==> src/rtl/sd_cmd_pkg.sv <==
package sd_cmd_pkg;

    localparam int FRAME_BITS = 48;
    localparam int LONG_BITS  = 136;
    localparam int KEEP_BITS  = 128;

    localparam logic [3:0] MODE_NORSP = 4'd0;
    localparam logic [3:0] MODE_SHORT = 4'd1;
    localparam logic [3:0] MODE_LONG  = 4'd2;
    localparam logic [3:0] MODE_BUSY  = 4'd3;
    localparam logic [3:0] MODE_RD    = 4'd4;
    localparam logic [3:0] MODE_WR    = 4'd5;
    localparam logic [3:0] MODE_INIT  = 4'd8;

    typedef enum logic [2:0] {
        ST_IDLE, ST_INIT, ST_SEND, ST_WAIT, ST_RECV, ST_BUSY, ST_DONE
    } seq_state_e;

    typedef enum logic [1:0] {RSP_NONE, RSP_SHORT, RSP_LONG} rsp_kind_e;

    function automatic rsp_kind_e rsp_kind(input logic [3:0] m);
        case (m)
            MODE_SHORT, MODE_BUSY, MODE_RD, MODE_WR: return RSP_SHORT;
            MODE_LONG:                               return RSP_LONG;
            default:                                 return RSP_NONE;
        endcase
    endfunction

    function automatic logic [6:0] crc7_calc(input logic [39:0] m);
        logic [6:0] c;
        logic       fb;
        c = '0;
        for (int i = 39; i >= 0; i--) begin
            fb = m[i] ^ c[6];
            c  = {c[5:0], 1'b0} ^ (fb ? 7'h09 : 7'h00);
        end
        return c;
    endfunction

endpackage

==> src/rtl/sd_cmd_seq.sv <==
module sd_cmd_seq
    import sd_cmd_pkg::*;
#(
    parameter int TMO_TICKS = 64
) (
    input  logic                 clk,
    input  logic                 rst_n,
    input  logic                 sd_tick,
    input  logic                 go,
    input  logic [3:0]           mode,
    input  logic [5:0]           idx,
    input  logic [31:0]          arg,
    input  logic [3:0]           init_cnt,
    input  logic                 cmd_in,
    input  logic                 dat0_in,
    output logic                 cmd_out,
    output logic                 cmd_oe,
    output logic                 sdclk_en,
    output logic                 busy,
    output logic                 launch,
    output logic                 done,
    output logic                 set_noresp,
    output logic                 set_crcerr,
    output logic                 rsp_we,
    output logic                 rsp_long,
    output logic [KEEP_BITS-1:0] rsp_data
);
    localparam int CNT_W = $clog2(LONG_BITS);
    localparam int TMO_W = $clog2(TMO_TICKS + 1);

    seq_state_e            st_q, st_d;
    logic [FRAME_BITS-1:0] tx_q;
    logic [KEEP_BITS-1:0]  rx_q;
    logic [CNT_W-1:0]      cnt_q;
    logic [TMO_W-1:0]      tmo_q;
    logic [3:0]            mode_q;
    logic                  rx_last, cap_q, tmo_hit;
    rsp_kind_e             kind;

    assign kind    = rsp_kind(mode_q);
    assign rx_last = (st_q == ST_RECV) && sd_tick && (cnt_q == CNT_W'(1));
    assign tmo_hit = (st_q == ST_WAIT) && sd_tick && cmd_in
                     && (tmo_q == TMO_W'(TMO_TICKS - 1));

    // state register
    always_ff @(posedge clk or negedge rst_n) begin
        if (!rst_n) st_q <= ST_IDLE;
        else        st_q <= st_d;
    end

    // next state
    always_comb begin
        st_d = st_q;
        unique case (st_q)
            ST_IDLE: if (go) st_d = (mode == MODE_INIT) ? ST_INIT : ST_SEND;
            ST_INIT: if (sd_tick && cnt_q <= CNT_W'(1)) st_d = ST_DONE;
            ST_SEND: if (sd_tick && cnt_q == '0)
                         st_d = (kind == RSP_NONE) ? ST_DONE : ST_WAIT;
            ST_WAIT: if (sd_tick) begin
                         if (!cmd_in)     st_d = ST_RECV;
                         else if (tmo_hit) st_d = ST_DONE;
                     end
            ST_RECV: if (rx_last) st_d = (mode_q == MODE_BUSY) ? ST_BUSY : ST_DONE;
            ST_BUSY: if (sd_tick && dat0_in) st_d = ST_DONE;
            ST_DONE: st_d = ST_IDLE;
            default: st_d = ST_IDLE;
        endcase
    end

    // datapath: frame shifter, capture register, counters
    always_ff @(posedge clk or negedge rst_n) begin
        if (!rst_n) begin
            tx_q   <= '0;
            rx_q   <= '0;
            cnt_q  <= '0;
            tmo_q  <= '0;
            mode_q <= MODE_NORSP;
            cap_q  <= 1'b0;
        end else begin
            cap_q <= rx_last;
            if (st_q == ST_IDLE && go) begin
                mode_q <= mode;
                tx_q   <= {2'b01, idx, arg, crc7_calc({2'b01, idx, arg}), 1'b1};
                cnt_q  <= (mode == MODE_INIT) ? CNT_W'(init_cnt) : CNT_W'(FRAME_BITS - 1);
                tmo_q  <= '0;
                rx_q   <= '0;
            end else if (sd_tick) begin
                unique case (st_q)
                    ST_INIT: if (cnt_q != '0) cnt_q <= cnt_q - CNT_W'(1);
                    ST_SEND: begin
                        tx_q <= tx_q << 1;
                        if (cnt_q == '0)
                            cnt_q <= (kind == RSP_LONG) ? CNT_W'(LONG_BITS - 1)
                                                        : CNT_W'(FRAME_BITS - 1);
                        else
                            cnt_q <= cnt_q - CNT_W'(1);
                    end
                    ST_WAIT: begin
                        tmo_q <= tmo_q + TMO_W'(1);
                        if (!cmd_in) rx_q <= {rx_q[KEEP_BITS-2:0], cmd_in};
                    end
                    ST_RECV: begin
                        rx_q  <= {rx_q[KEEP_BITS-2:0], cmd_in};
                        cnt_q <= cnt_q - CNT_W'(1);
                    end
                    default: ;
                endcase
            end
        end
    end

    // outputs
    always_comb begin
        cmd_oe     = (st_q == ST_SEND);
        cmd_out    = (st_q == ST_SEND) ? tx_q[FRAME_BITS-1] : 1'b1;
        sdclk_en   = (st_q == ST_INIT) || (st_q == ST_SEND) || (st_q == ST_WAIT)
                     || (st_q == ST_RECV) || (st_q == ST_BUSY);
        busy       = (st_q != ST_IDLE);
        launch     = (st_q == ST_IDLE) && go;
        done       = (st_q == ST_DONE);
        set_noresp = tmo_hit;
        rsp_we     = cap_q;
        rsp_long   = (kind == RSP_LONG);
        rsp_data   = rx_q;
        set_crcerr = cap_q && (kind == RSP_SHORT)
                     && (crc7_calc(rx_q[47:8]) != rx_q[7:1]);
    end

    assert_init_quiet_R9: assert property (@(posedge clk) disable iff (!rst_n)
        (st_q == ST_INIT) |-> !cmd_oe);
    assert_drive_has_clock_R2: assert property (@(posedge clk) disable iff (!rst_n)
        cmd_oe |-> sdclk_en);
    assert_tmo_bound_R6: assert property (@(posedge clk) disable iff (!rst_n)
        (st_q == ST_WAIT) |-> (tmo_q < TMO_W'(TMO_TICKS)));
    assert_busy_mode_R8: assert property (@(posedge clk) disable iff (!rst_n)
        (st_q == ST_BUSY) |-> (mode_q == MODE_BUSY));
    assert_launch_locked_R12: assert property (@(posedge clk) disable iff (!rst_n)
        (busy && go && st_q != ST_DONE) |=> $stable(mode_q));
endmodule

==> src/rtl/sd_cmd_regs.sv <==
module sd_cmd_regs
    import sd_cmd_pkg::*;
#(
    parameter int AW = 3,
    parameter int DW = 32
) (
    input  logic                 clk,
    input  logic                 rst_n,
    input  logic                 wr_en,
    input  logic [AW-1:0]        wr_addr,
    input  logic [DW-1:0]        wr_data,
    input  logic [AW-1:0]        rd_addr,
    output logic [DW-1:0]        rd_data,
    input  logic                 seq_busy,
    input  logic                 launch,
    input  logic                 done,
    input  logic                 set_noresp,
    input  logic                 set_crcerr,
    input  logic                 rsp_we,
    input  logic                 rsp_long,
    input  logic [KEEP_BITS-1:0] rsp_data,
    output logic [31:0]          arg_q,
    output logic [5:0]           idx_q,
    output logic [3:0]           mode_q,
    output logic [3:0]           icnt_q,
    output logic                 go,
    output logic                 irq
);
    localparam logic [AW-1:0] A_ARG  = AW'(0);
    localparam logic [AW-1:0] A_IDX  = AW'(1);
    localparam logic [AW-1:0] A_CTRL = AW'(2);
    localparam logic [AW-1:0] A_STAT = AW'(3);
    localparam int NWORDS = 4;

    logic [7:0]              dly_q;
    logic                    crc_q, nrsp_q, end_q, ien_q;
    logic [NWORDS-1:0][31:0] rsp_q;
    logic                    ctrl_wr, stat_wr;

    assign ctrl_wr = wr_en && (wr_addr == A_CTRL) && !seq_busy;
    assign stat_wr = wr_en && (wr_addr == A_STAT);
    assign go      = ctrl_wr && wr_data[7];
    assign irq     = end_q && ien_q;

    always_ff @(posedge clk or negedge rst_n) begin
        if (!rst_n) begin
            arg_q  <= '0;
            idx_q  <= '0;
            mode_q <= '0;
            icnt_q <= '0;
            dly_q  <= '0;
        end else if (wr_en) begin
            if (wr_addr == A_ARG) arg_q <= wr_data[31:0];
            if (wr_addr == A_IDX) idx_q <= wr_data[5:0];
            if (ctrl_wr) begin
                mode_q <= wr_data[3:0];
                icnt_q <= wr_data[11:8];
                dly_q  <= wr_data[23:16];
            end
        end
    end

    always_ff @(posedge clk or negedge rst_n) begin
        if (!rst_n) begin
            crc_q  <= 1'b0;
            nrsp_q <= 1'b0;
            end_q  <= 1'b0;
            ien_q  <= 1'b0;
        end else begin
            if (stat_wr) ien_q <= wr_data[6];
            if (done) end_q <= 1'b1;
            else if (stat_wr && wr_data[5]) end_q <= 1'b0;
            if (launch) begin
                crc_q  <= 1'b0;
                nrsp_q <= 1'b0;
            end else begin
                if (set_crcerr) crc_q  <= 1'b1;
                if (set_noresp) nrsp_q <= 1'b1;
            end
        end
    end

    for (genvar w = 0; w < NWORDS; w++) begin : g_rsp
        always_ff @(posedge clk or negedge rst_n) begin
            if (!rst_n) rsp_q[w] <= '0;
            else if (rsp_we) begin
                if (rsp_long)    rsp_q[w] <= rsp_data[KEEP_BITS-1-32*w -: 32];
                else if (w == 0) rsp_q[w] <= rsp_data[31:0];
                else if (w == 1) rsp_q[w] <= {16'h0, rsp_data[47:32]};
            end
        end
    end

    always_comb begin
        rd_data = '0;
        unique case (rd_addr)
            A_ARG:  rd_data = DW'(arg_q);
            A_IDX:  rd_data = DW'(idx_q);
            A_CTRL: rd_data = DW'({dly_q, 4'h0, icnt_q, 4'h0, mode_q});
            A_STAT: rd_data = DW'({seq_busy, 1'b0, ien_q, end_q, nrsp_q, 3'b000, crc_q});
            default: rd_data = DW'(rsp_q[rd_addr[1:0]]);
        endcase
    end

    assert_done_sets_flag_R10: assert property (@(posedge clk) disable iff (!rst_n)
        done |=> end_q);
    assert_launch_clears_R11: assert property (@(posedge clk) disable iff (!rst_n)
        launch |=> (!crc_q && !nrsp_q));
    assert_w1c_R10: assert property (@(posedge clk) disable iff (!rst_n)
        (stat_wr && wr_data[5] && !done) |=> !end_q);
    assert_ignore_busy_ctrl_R12: assert property (@(posedge clk) disable iff (!rst_n)
        (wr_en && wr_addr == A_CTRL && seq_busy) |=> $stable(dly_q));
endmodule

==> src/rtl/sd_cmd_engine.sv <==
module sd_cmd_engine
    import sd_cmd_pkg::*;
#(
    parameter int TMO_TICKS = 64,
    parameter int AW        = 3,
    parameter int DW        = 32
) (
    input  logic          clk,
    input  logic          rst_n,
    input  logic          reg_we,
    input  logic [AW-1:0] reg_waddr,
    input  logic [DW-1:0] reg_wdata,
    input  logic [AW-1:0] reg_raddr,
    output logic [DW-1:0] reg_rdata,
    input  logic          sd_tick,
    input  logic          cmd_in,
    input  logic          dat0_in,
    output logic          cmd_out,
    output logic          cmd_oe,
    output logic          sdclk_en,
    output logic          irq
);
    logic [31:0]          arg;
    logic [5:0]           idx;
    logic [3:0]           mode, icnt;
    logic                 go, busy, launch, done, set_noresp, set_crcerr;
    logic                 rsp_we, rsp_long;
    logic [KEEP_BITS-1:0] rsp_data;

    sd_cmd_regs #(.AW(AW), .DW(DW)) u_regs (
        .clk(clk), .rst_n(rst_n),
        .wr_en(reg_we), .wr_addr(reg_waddr), .wr_data(reg_wdata),
        .rd_addr(reg_raddr), .rd_data(reg_rdata),
        .seq_busy(busy), .launch(launch), .done(done),
        .set_noresp(set_noresp), .set_crcerr(set_crcerr),
        .rsp_we(rsp_we), .rsp_long(rsp_long), .rsp_data(rsp_data),
        .arg_q(arg), .idx_q(idx), .mode_q(), .icnt_q(), .go(go), .irq(irq)
    );

    // the sequencer takes mode and count straight from the launching write
    assign mode = reg_wdata[3:0];
    assign icnt = reg_wdata[11:8];

    sd_cmd_seq #(.TMO_TICKS(TMO_TICKS)) u_seq (
        .clk(clk), .rst_n(rst_n), .sd_tick(sd_tick), .go(go),
        .mode(mode), .idx(idx), .arg(arg), .init_cnt(icnt),
        .cmd_in(cmd_in), .dat0_in(dat0_in),
        .cmd_out(cmd_out), .cmd_oe(cmd_oe), .sdclk_en(sdclk_en),
        .busy(busy), .launch(launch), .done(done),
        .set_noresp(set_noresp), .set_crcerr(set_crcerr),
        .rsp_we(rsp_we), .rsp_long(rsp_long), .rsp_data(rsp_data)
    );
endmodule

==> config.mk <==
export PLATFORM = sky130hd
export DESIGN_NAME = sd_cmd_engine
export DESIGN_NICKNAME = d
export VERILOG_FILES = /design/src/rtl/sd_cmd_pkg.sv /design/src/rtl/sd_cmd_seq.sv /design/src/rtl/sd_cmd_regs.sv /design/src/rtl/sd_cmd_engine.sv
export SDC_FILE = /design/constraint.sdc
export NUM_CORES = 1
export LEC_CHECK = 0
export ABC_CLOCK_PERIOD_IN_PS = 2800
export BUFFER_PORTS_ARGS = -buffer_cell sky130_fd_sc_hd__buf_2
export CAP_MARGIN = 20
export CORE_MARGIN = 2
export CORE_UTILIZATION = 56
export CTS_CLUSTER_DIAMETER = 60
export DETAILED_ROUTE_END_ITERATION = 6
export PLACE_DENSITY = 0.79
export RECOVER_POWER = 25
export REMOVE_ABC_BUFFERS = 1
export SYNTH_ARGS = -nofsm -noshare
export SYNTH_HDL_FRONTEND = slang
export SYNTH_HIERARCHICAL = 1
export SYNTH_SLANG_ARGS = --single-unit
==> constraint.sdc <==
create_clock -name clk -period 2.8 [get_ports clk]
set_clock_uncertainty 0.2 [all_clocks]
set_input_delay 0.42 -clock clk [delete_from_list [all_inputs] [get_ports clk]]
set_output_delay 0.42 -clock clk [all_outputs]
set_load 0.01 [all_outputs]
==> summary by stage, run 1 <==
Floorplanning
The total I/O pin count is 80. The placeable core area is 33600 sq um. The total die area is 35700 sq um. Measured along the x axis, the die boundary spans 189 microns. For this configuration, the core starts out at a cell density of 57.0%. The die outline height is 189 microns. The standard-cell row count is 67.

Min path
The type of the tightest min-delay check is in2reg.

Synthesis
The cell with the most instances after synthesis is dfrtp_1. After synthesis, the most frequently instantiated cells are dfrtp_1, nand2_1, o21ai_0. The synthesized design contains 385 register bits. Among all flip-flop cells after synthesis, the most frequent one is dfrtp_1. The cell count after synthesis came out at 1838. The area share of the largest cell type after synthesis is 50.3%.

After synthesis, the cell types taking the most area are dfrtp_1, mux2_2, nand2_1, mux2i_1, o21ai_0. Counting flops with a built-in enable in the synthesized netlist gives 0. The synthesized netlist occupies a cell area of 19100 sq um. The fraction of the yosys area taken by sequential cells is 50.3%. The cell type with the largest total area after synthesis is dfrtp_1.

The distinct cell type count after synthesis is 66. The number of warning messages in the yosys log is 6. The mean post-synth cell area is 10.4 sq um. The fraction of registers with async set/reset is 100%.

Final layout
In the final design database the tool counted 2017 nets. In the final layout, the share of cells above drive strength 1 is 21.1%. The post-route core utilization is 66.7%.

The non-filler instance count after layout is 2448. The sequential cell area is 9640 sq um. The area overhead of the layout relative to synthesis is 17.2%. Summing all multi-input logic gate instances after layout gives 9060 sq um.

The total inserted antenna cells is 0. The fill cell total of the finished layout is 2462.

Clocking
The number of buffers inserted during clock tree synthesis is 41. TritonCTS built the clock tree. Clock tree synthesis found a total of 385 sinks. The later pin in the worst-skew pair is clocked with a latency of 550 ps. Clock tree synthesis selected as its root buffer the cell clkbuf_16. The longest clock path from root to sink contains 3 buffers. The H-tree was split into 2 levels. After clock tree synthesis, the clock-pin slew on the worst setup and hold paths is 60 ps.

Job
The number of maximum-capacitance constraint violations is 1.

Worst setup path
The critical path capture point type is an output port. The required arrival time at the worst endpoint is 2180 ps. The maximum net fanout on the critical path is 3.

The critical path startpoint category is a flop. The arrival time at the worst endpoint is 2130 ps. The category of the critical setup timing path is reg2out.

Timing
Subtracting the final worst setup slack from the clock period gives 2750 ps. The worst slew slack as a fraction of its limit is -7.49%. Setup repair after global routing could not meet its margin everywhere. The portion of the clock cycle consumed by the worst path in the final layout is 98.2%. The number of max-slew violations in the final report was 56. For the pin with the worst max-slew slack, the measured transition is 1610 ps. Based on the critical path, the design can be clocked at up to 0.364 GHz. The accumulated negative setup slack is 0 ps. Setup violations remaining at the end of the flow were counted as 0. The final hold violation count came to 0. The worst hold margin is 93.4 ps.

Outcome
The run finished, with violations left. The checks that failed: capacitance limit, slew limit.

Power
In this run the power density over the cells is 871 nW/um^2. The worst vdd rail ir drop is 931 uV. For this design the static power due to leakage is 10.3 nW.

Drt
The number of iterations in the first detailed-routing pass is 5. The number of DRC violations after detailed-routing iteration 0 is 1565. The remaining routing DRC violations is 0. Wires add up to 51300 microns. In the routed layout, each cell is associated on average with a via count of 5.94.

The post-route antenna net violation count is 0. After detailed routing, the average wire length per cell comes to 21.0 microns. Summing over every cut layer, the via total after detailed routing is 14500.

Placed design
The post-detailed-placement half-perimeter wirelength is 33200 microns. The port buffer count is 79. The number of placed instances with taps included is 2336. The placer congestion estimate is 0.896.

Global route
The maximum number of pins on one net before global-route repair is 130. The first global-routing pass estimated 80100 microns of wire. The number of global-route vias before repair is 14400. The total track usage is 28.7%.

The number of antenna violations at the first check in global routing is 0. The sum of overflow across all layers after global routing is 0.
[cells by family (layout without fill, tap and decap cells)]
group | count (synthesis) | in the layout | synth area share [%]
AO/OA/AOI/OAI | 332 | 332 | 10.2
XOR/XNOR | 137 | 137 | 9.14
adder cells (fa/ha/maj) | 4 | 4 | 0.261
buffers and inverters | 144 | 306 | 3.12
flip-flops | 385 | 385 | 50.3
multiplexers | 261 | 261 | 14.7
AND/OR/NAND/NOR | 575 | 575 | 12.3
[flip-flops by register name, summed over array words and instances, names as in the netlist]
register        cells
u_seq/rsp_data    128
u_seq/rsp_we        1
u_regs/idx_q        6
u_seq/tmo_q         7
u_seq/tx_q         48
u_regs/crc_q        1
u_seq/st_q          3
u_regs/dly_q        8
u_regs/nrsp_q       1
u_seq/mode_q        4
u_regs/ien_q        1
u_seq/cnt_q         8
u_regs/end_q        1
u_regs/mode_q       4
u_regs/icnt_q       4
u_regs/arg_q       32
u_regs/rsp_q      128
[report_power, final]
part / switching (W) / internal (W)
Sequential: 0.000715 / 0.00637
Combinational: 0.00336 / 0.00333
Clock: 0.00230 / 0.00347
Total: 0.00637 / 0.0132
[metrics by stage]
stage | total power, W | instance area, sq um | setup slack [ps]
2_1_floorplan | 0.0118 | 18600 | -7990
3_5_place_dp | 0.0136 | 20500 | 14.8
3_3_place_gp | 0.0134 | 20500 | -9.87
4_1_cts | 0.0195 | 22300 | 21.6
5_1_grt | 0.0205 | 22400 | -75.9
6_report | 0.0195 | 22400 | 49.7
[final cells by class]
cell class,instances,share of cell area (%)
clock buffer,57,5.34
multi-input combinational,1309,40.4
sequential,385,43.0
timing repair buffer,208,7.41
tap,448,2.50
clock inverter,17,1.03
inverter,24,0.401
[worst max-delay path, cell delays in order (launching register included)]
cell      delay (ps)
dfrtp_1          460
buf_4            190
mux2_2           280
a221oi_2         250
buf_4            170
a221oi_1          50
buf_2            190
[layout by cell type (no fill, tap or decap), types with 8 or more instances in the layout]
| master | Yosys | final |
|---|---|---|
| mux2i_1 | 122 | 122 |
| a21oi_1 | 66 | 65 |
| buf_4 | 2 | 79 |
| o22a_1 | 11 | 11 |
| a221oi_1 | 12 | 10 |
| buf_2 | 28 | 76 |
| nand3_1 | 25 | 24 |
| dlygate4sd3_1 | 0 | 33 |
| clkbuf_1 | 79 | 8 |
| xor2_1 | 27 | 25 |
| dfrtp_1 | 385 | 382 |
| o21ai_0 | 156 | 155 |
| mux2_2 | 134 | 132 |
| nor2_1 | 127 | 126 |
| nand2_1 | 372 | 370 |
| a221o_1 | 12 | 12 |
| xnor2_2 | 2 | 10 |
| xnor2_1 | 71 | 63 |
| clkbuf_16 | 0 | 44 |
| inv_1 | 23 | 23 |
| a31oi_1 | 48 | 48 |
| buf_12 | 0 | 14 |
| xnor3_1 | 21 | 20 |
[routing by layer]
metal | vias up | global-route usage (%) | wire, microns
li1 | 6586 | - | -
met4 | 0 | 9.28 | 1420
met5 | - | 0 | 0
met2 | 557 | 45.6 | 24400
met1 | 7307 | 39.6 | 21700
met3 | 98 | 6.12 | 3880
[worst paths after layout]
check | startpoint | to | slack (ps) | cells after the start
max | u_regs/idx_q[4] | reg_rdata[4] | 50 | 6
min | cmd_in | u_seq/rsp_data[0] | 90 | 3
max reg2reg | u_seq/rsp_data[47] | u_regs/crc_q | 70 | 10
min reg2reg | u_seq/rsp_data[127] | u_seq/rsp_data[127] | 280 | 2
max in group asynchronous | rst_n | u_regs/rsp_q[11] | 470 | 3
min in group asynchronous | rst_n | u_regs/dly_q[3] | 630 | 2
[timing repair]
| action | in CTS | in global routing |
|---|---|---|
| resized for setup | 3 | 20 |
| endpoints found under the hold margin | 102 | 0 |
| endpoints found under the setup margin | 4 | 98 |
| gates cloned | 0 | 1 |
| hold buffers | 33 | 0 |
| pin swaps | 1 | 3 |
| buffers inserted | 0 | 4 |
(Power assumes the default switching activity.)
==> inputs of run 2 (changes only) <==
Settings changed: CAP_MARGIN 20 to 5, CORE_ASPECT_RATIO set to 1.75, SYNTH_HIERARCHICAL 1 to not set.
==> summary by stage, run 2 <==
Final layout
The sequential cell area is 9640 sq um. Counting the fill cells in the layout gives 2260. The number of antenna diodes in the final layout is 0. The number of nets in the final layout is 1787.

The share of cells above drive strength 1 is 23.2%. The library cells used most frequently in the layout, excluding fill and tap cells, are dfrtp_1, nand2_1, a21oi_1, mux2_2, a22o_1. The area overhead of the layout relative to synthesis is 16.2%.

The commonest non-fill, non-tap cell in the layout is dfrtp_1. The multi-input logic area is 8370 sq um.

Clocking
The depth of the CTS H-tree is 2. The clock passes through at most 3 buffers. The insertion delay to the later sink of the worst-skew pair is 550 ps. The buffer type at the clock tree root is clkbuf_16. The number of buffers inserted during clock tree synthesis is 35.

The clock edge transition at the registers on the reported setup and hold paths is 60 ps. TritonCTS built the clock tree. The number of sinks driven by the clock tree is 385.

Timing
The portion of the clock cycle consumed by the worst path in the final layout is 102%. Hold timing on the final database bottoms out at a slack of 51.3 ps. The smallest clock period supported by the final layout is computed as 2840 ps. Setup slack on the critical path of the routed design comes to -43.3 ps. The number of max-slew violations in the final report was 65. For this run, the top clock speed supported by timing is 0.352 GHz. Setup violations remaining at the end of the flow were counted as 1. The final hold violation count is 0. The slew at the pin closest to its max-slew limit is 1860 ps. Setup repair after global routing could not meet its margin everywhere.

The worst slew slack as a fraction of its limit is -23.9%.

Power
The overall power after layout is 0.0193 W. The internal portion of total power is 0.0127 W. In this run, the clock network consumes 26.6% of the power. The proportion of power drawn by combinational gates is 36.8%. The worst vdd rail ir drop is 722 uV. The switching fraction of total power is 34.1%. Registers are responsible for 36.6% of the overall power. The total net switching power is 0.00658 W.

For this design the static power due to leakage is 10.3 nW. The total power divided by cell area is 899 nW/um^2.

Synthesis
The fraction of registers with async set/reset is 100%. The most frequently used flop master after synthesis is dfrtp_1. The cell count after synthesis came out at 1617. The number of warning messages in the yosys log is 0.

The commonest cells after synthesis are dfrtp_1, nand2_1, a21oi_1. The synthesized netlist contains 53 unique library cells. The cell with the most instances after synthesis is dfrtp_1.

The flip-flop and latch count after synthesis is 385. In this run, synthesis inferred 0 flip-flops with an integrated enable. The mean post-synth cell area is 11.4 sq um.

The fraction of the yosys area taken by sequential cells is 52.3%. The cell type with the largest total area after synthesis is dfrtp_1. Summing every instance area after synthesis gives 18400 sq um. After synthesis, the cell types taking the most area are dfrtp_1, mux2_2, nand2_1, a22o_1, mux2i_1. The area share of the largest cell type after synthesis is 52.3%.

Placed design
The placer congestion estimate is 0.898. The post-detailed-placement half-perimeter wirelength is 32900 microns. Port buffering added 79 buffers.

Worst setup path
The arrival time at the worst endpoint is 3080 ps. The signal on the critical path passes through xor2_1 -> xnor3_2 -> xnor3_1 -> xnor3_2 -> xor2_1 -> nand3_1 -> o31ai_2 -> a311oi_2. The slowest stage of the critical path is the xnor3_2 cell.

The end of the worst register-to-register path is u_regs.crc_q. The startpoint identified for the worst register-to-register timing path is u_seq.rsp_data[38]. The critical path is of the reg2reg type. The critical path startpoint category is a flop.

The number of buffer and inverter stages on the critical path is 0. For flop-to-flop paths, the worst setup slack is -40 ps. The worst setup path is captured at a flop.

The largest stage delay on the critical path is 500 ps. The required arrival time at the worst endpoint is 3040 ps. In this run the worst path has a maximum fanout of 3.

The worst-case reg-to-reg path depth is 8. The dominant delay contributor by cell family on the critical path is XOR/XNOR gates.

Floorplanning
The total area inside the core boundary comes to 32300 sq um. The horizontal die dimension is 141 microns. Pin placement for this block handled 80 I/O pins. The effective utilization at floorplan is 57.0%. The die outline height is 244 microns. The die covers 34400 sq um. Row generation in the floorplan step produced 87 rows.

Outcome
The checks that failed: capacitance limit, slew limit, setup timing. The flow ran to the end, but the final reports show violations.

Drt
The routed wire length is 48800 microns. The total via count in the routed design is 13600. The average detailed-routed wire length per instance is 22.5 microns. The post-route antenna net violation count is 0.

For this block, the initial DRC count from the detailed router was 922. For this run, the detailed router's first-pass iteration total came to 5. The via count normalized by instance count is 6.28. After detailed routing, the number of remaining DRC violations is 0.

Global route
The most crowded layer after global routing is met2. The maximum number of pins on one net before global-route repair is 89. Global routing used 50.3% of the available met2 tracks. The global-route met3 utilization is 3.45%. The number of global-route vias before repair is 14000. Global routing used 33.3% of the available met1 tracks. The number of antenna violations at the first check in global routing is 0. The wire length of the first global-routing pass is 77200 microns. Global routing consumed, over all layers together, 28.6% of the routing resources. For this run the aggregate overflow at the end of global routing stands at 0.

Job
The tool flagged a number of max-cap violations equal to 1.

Min path
The startpoint of the lowest-slack hold path is cmd_in. The worst hold path stage count is 2. The path class of the tightest hold or removal check is in2reg. For hold timing, the worst endpoint is u_seq.rsp_data[0].
-- run 2: logic make-up after synthesis --
family / after synthesis / share of synthesized area, %
adder cells (fa/ha/maj): 4 / 0.272
XOR/XNOR: 133 / 8.77
multiplexers: 219 / 14.9
buffers and inverters: 144 / 2.99
AO/OA/AOI/OAI: 323 / 11.7
AND/OR/NAND/NOR: 409 / 9.11
flip-flops: 385 / 52.3
-- run 2: what timing repair did --
item	4_1_cts	5_1_grt
pin swaps	2	7
gates resized for setup	2	14
endpoints found under the setup margin	3	5
endpoints found under the hold margin	107	0
hold buffers	33	0
setup buffers	0	2
-- run 2: area by class of cell --
type                            count  share of cell area (%)
Clock inverter                     15                   0.917
Timing Repair Buffer              202                    7.42
Multi-Input combinational cell   1088                    39.1
Inverter                           27                   0.473
Sequential cell                   385                    45.0
Clock buffer                       48                    4.79
Tap cell                          400                    2.34
-- run 2: power by group through the flow --
stage	sequential, W	clock (W)	combinational [W]
2_1_floorplan	0.00686	0	0.00483
3_3_place_gp	0.00706	0	0.00686
3_5_place_dp	0.00711	0	0.00699
4_1_cts	0.00703	0.00518	0.00705
5_1_grt	0.00712	0.00539	0.00765
6_report	0.00706	0.00512	0.00709
-- run 2: per-stage QoR --
step	area (sq um)	utilization (%)	TNS, ps	worst slack [ps]	std cells
after floorplan	18000	-	-1680300	-11110	1500
after global placement	19800	61.3	-78.3	-39.4	2067
after detailed placement	19800	61.3	-160	-71.1	2067
after CTS	21400	66.1	-49.0	-49.0	2163
after global routing	21400	66.3	-132	-132	2165
final	21400	66.3	-43.3	-43.3	2165
-- run 2: how the worst max path moves through the flow --
stage,startpoint,end,slack (ps),cells after the start
2_1_floorplan,u_seq.mode_q[1],u_regs.rsp_q[100],-11110,4
3_3_place_gp,u_regs.arg_q[31],u_seq.tx_q[1],-40,8
3_5_place_dp,u_seq.rsp_data[43],u_regs.crc_q,-70,8
4_1_cts,u_seq.rsp_data[40],u_regs.crc_q,-50,8
5_1_grt,u_seq.rsp_data[47],u_regs.crc_q,-130,10
6_report,u_seq.rsp_data[38],u_regs.crc_q,-40,8
-- run 2: metal layers --
metal  up-vias  share of wire, %
met5         -                 0
met4         0               6.7
met3       182               4.9
met2       569                53
met1      6919                36
li1       5925                 -
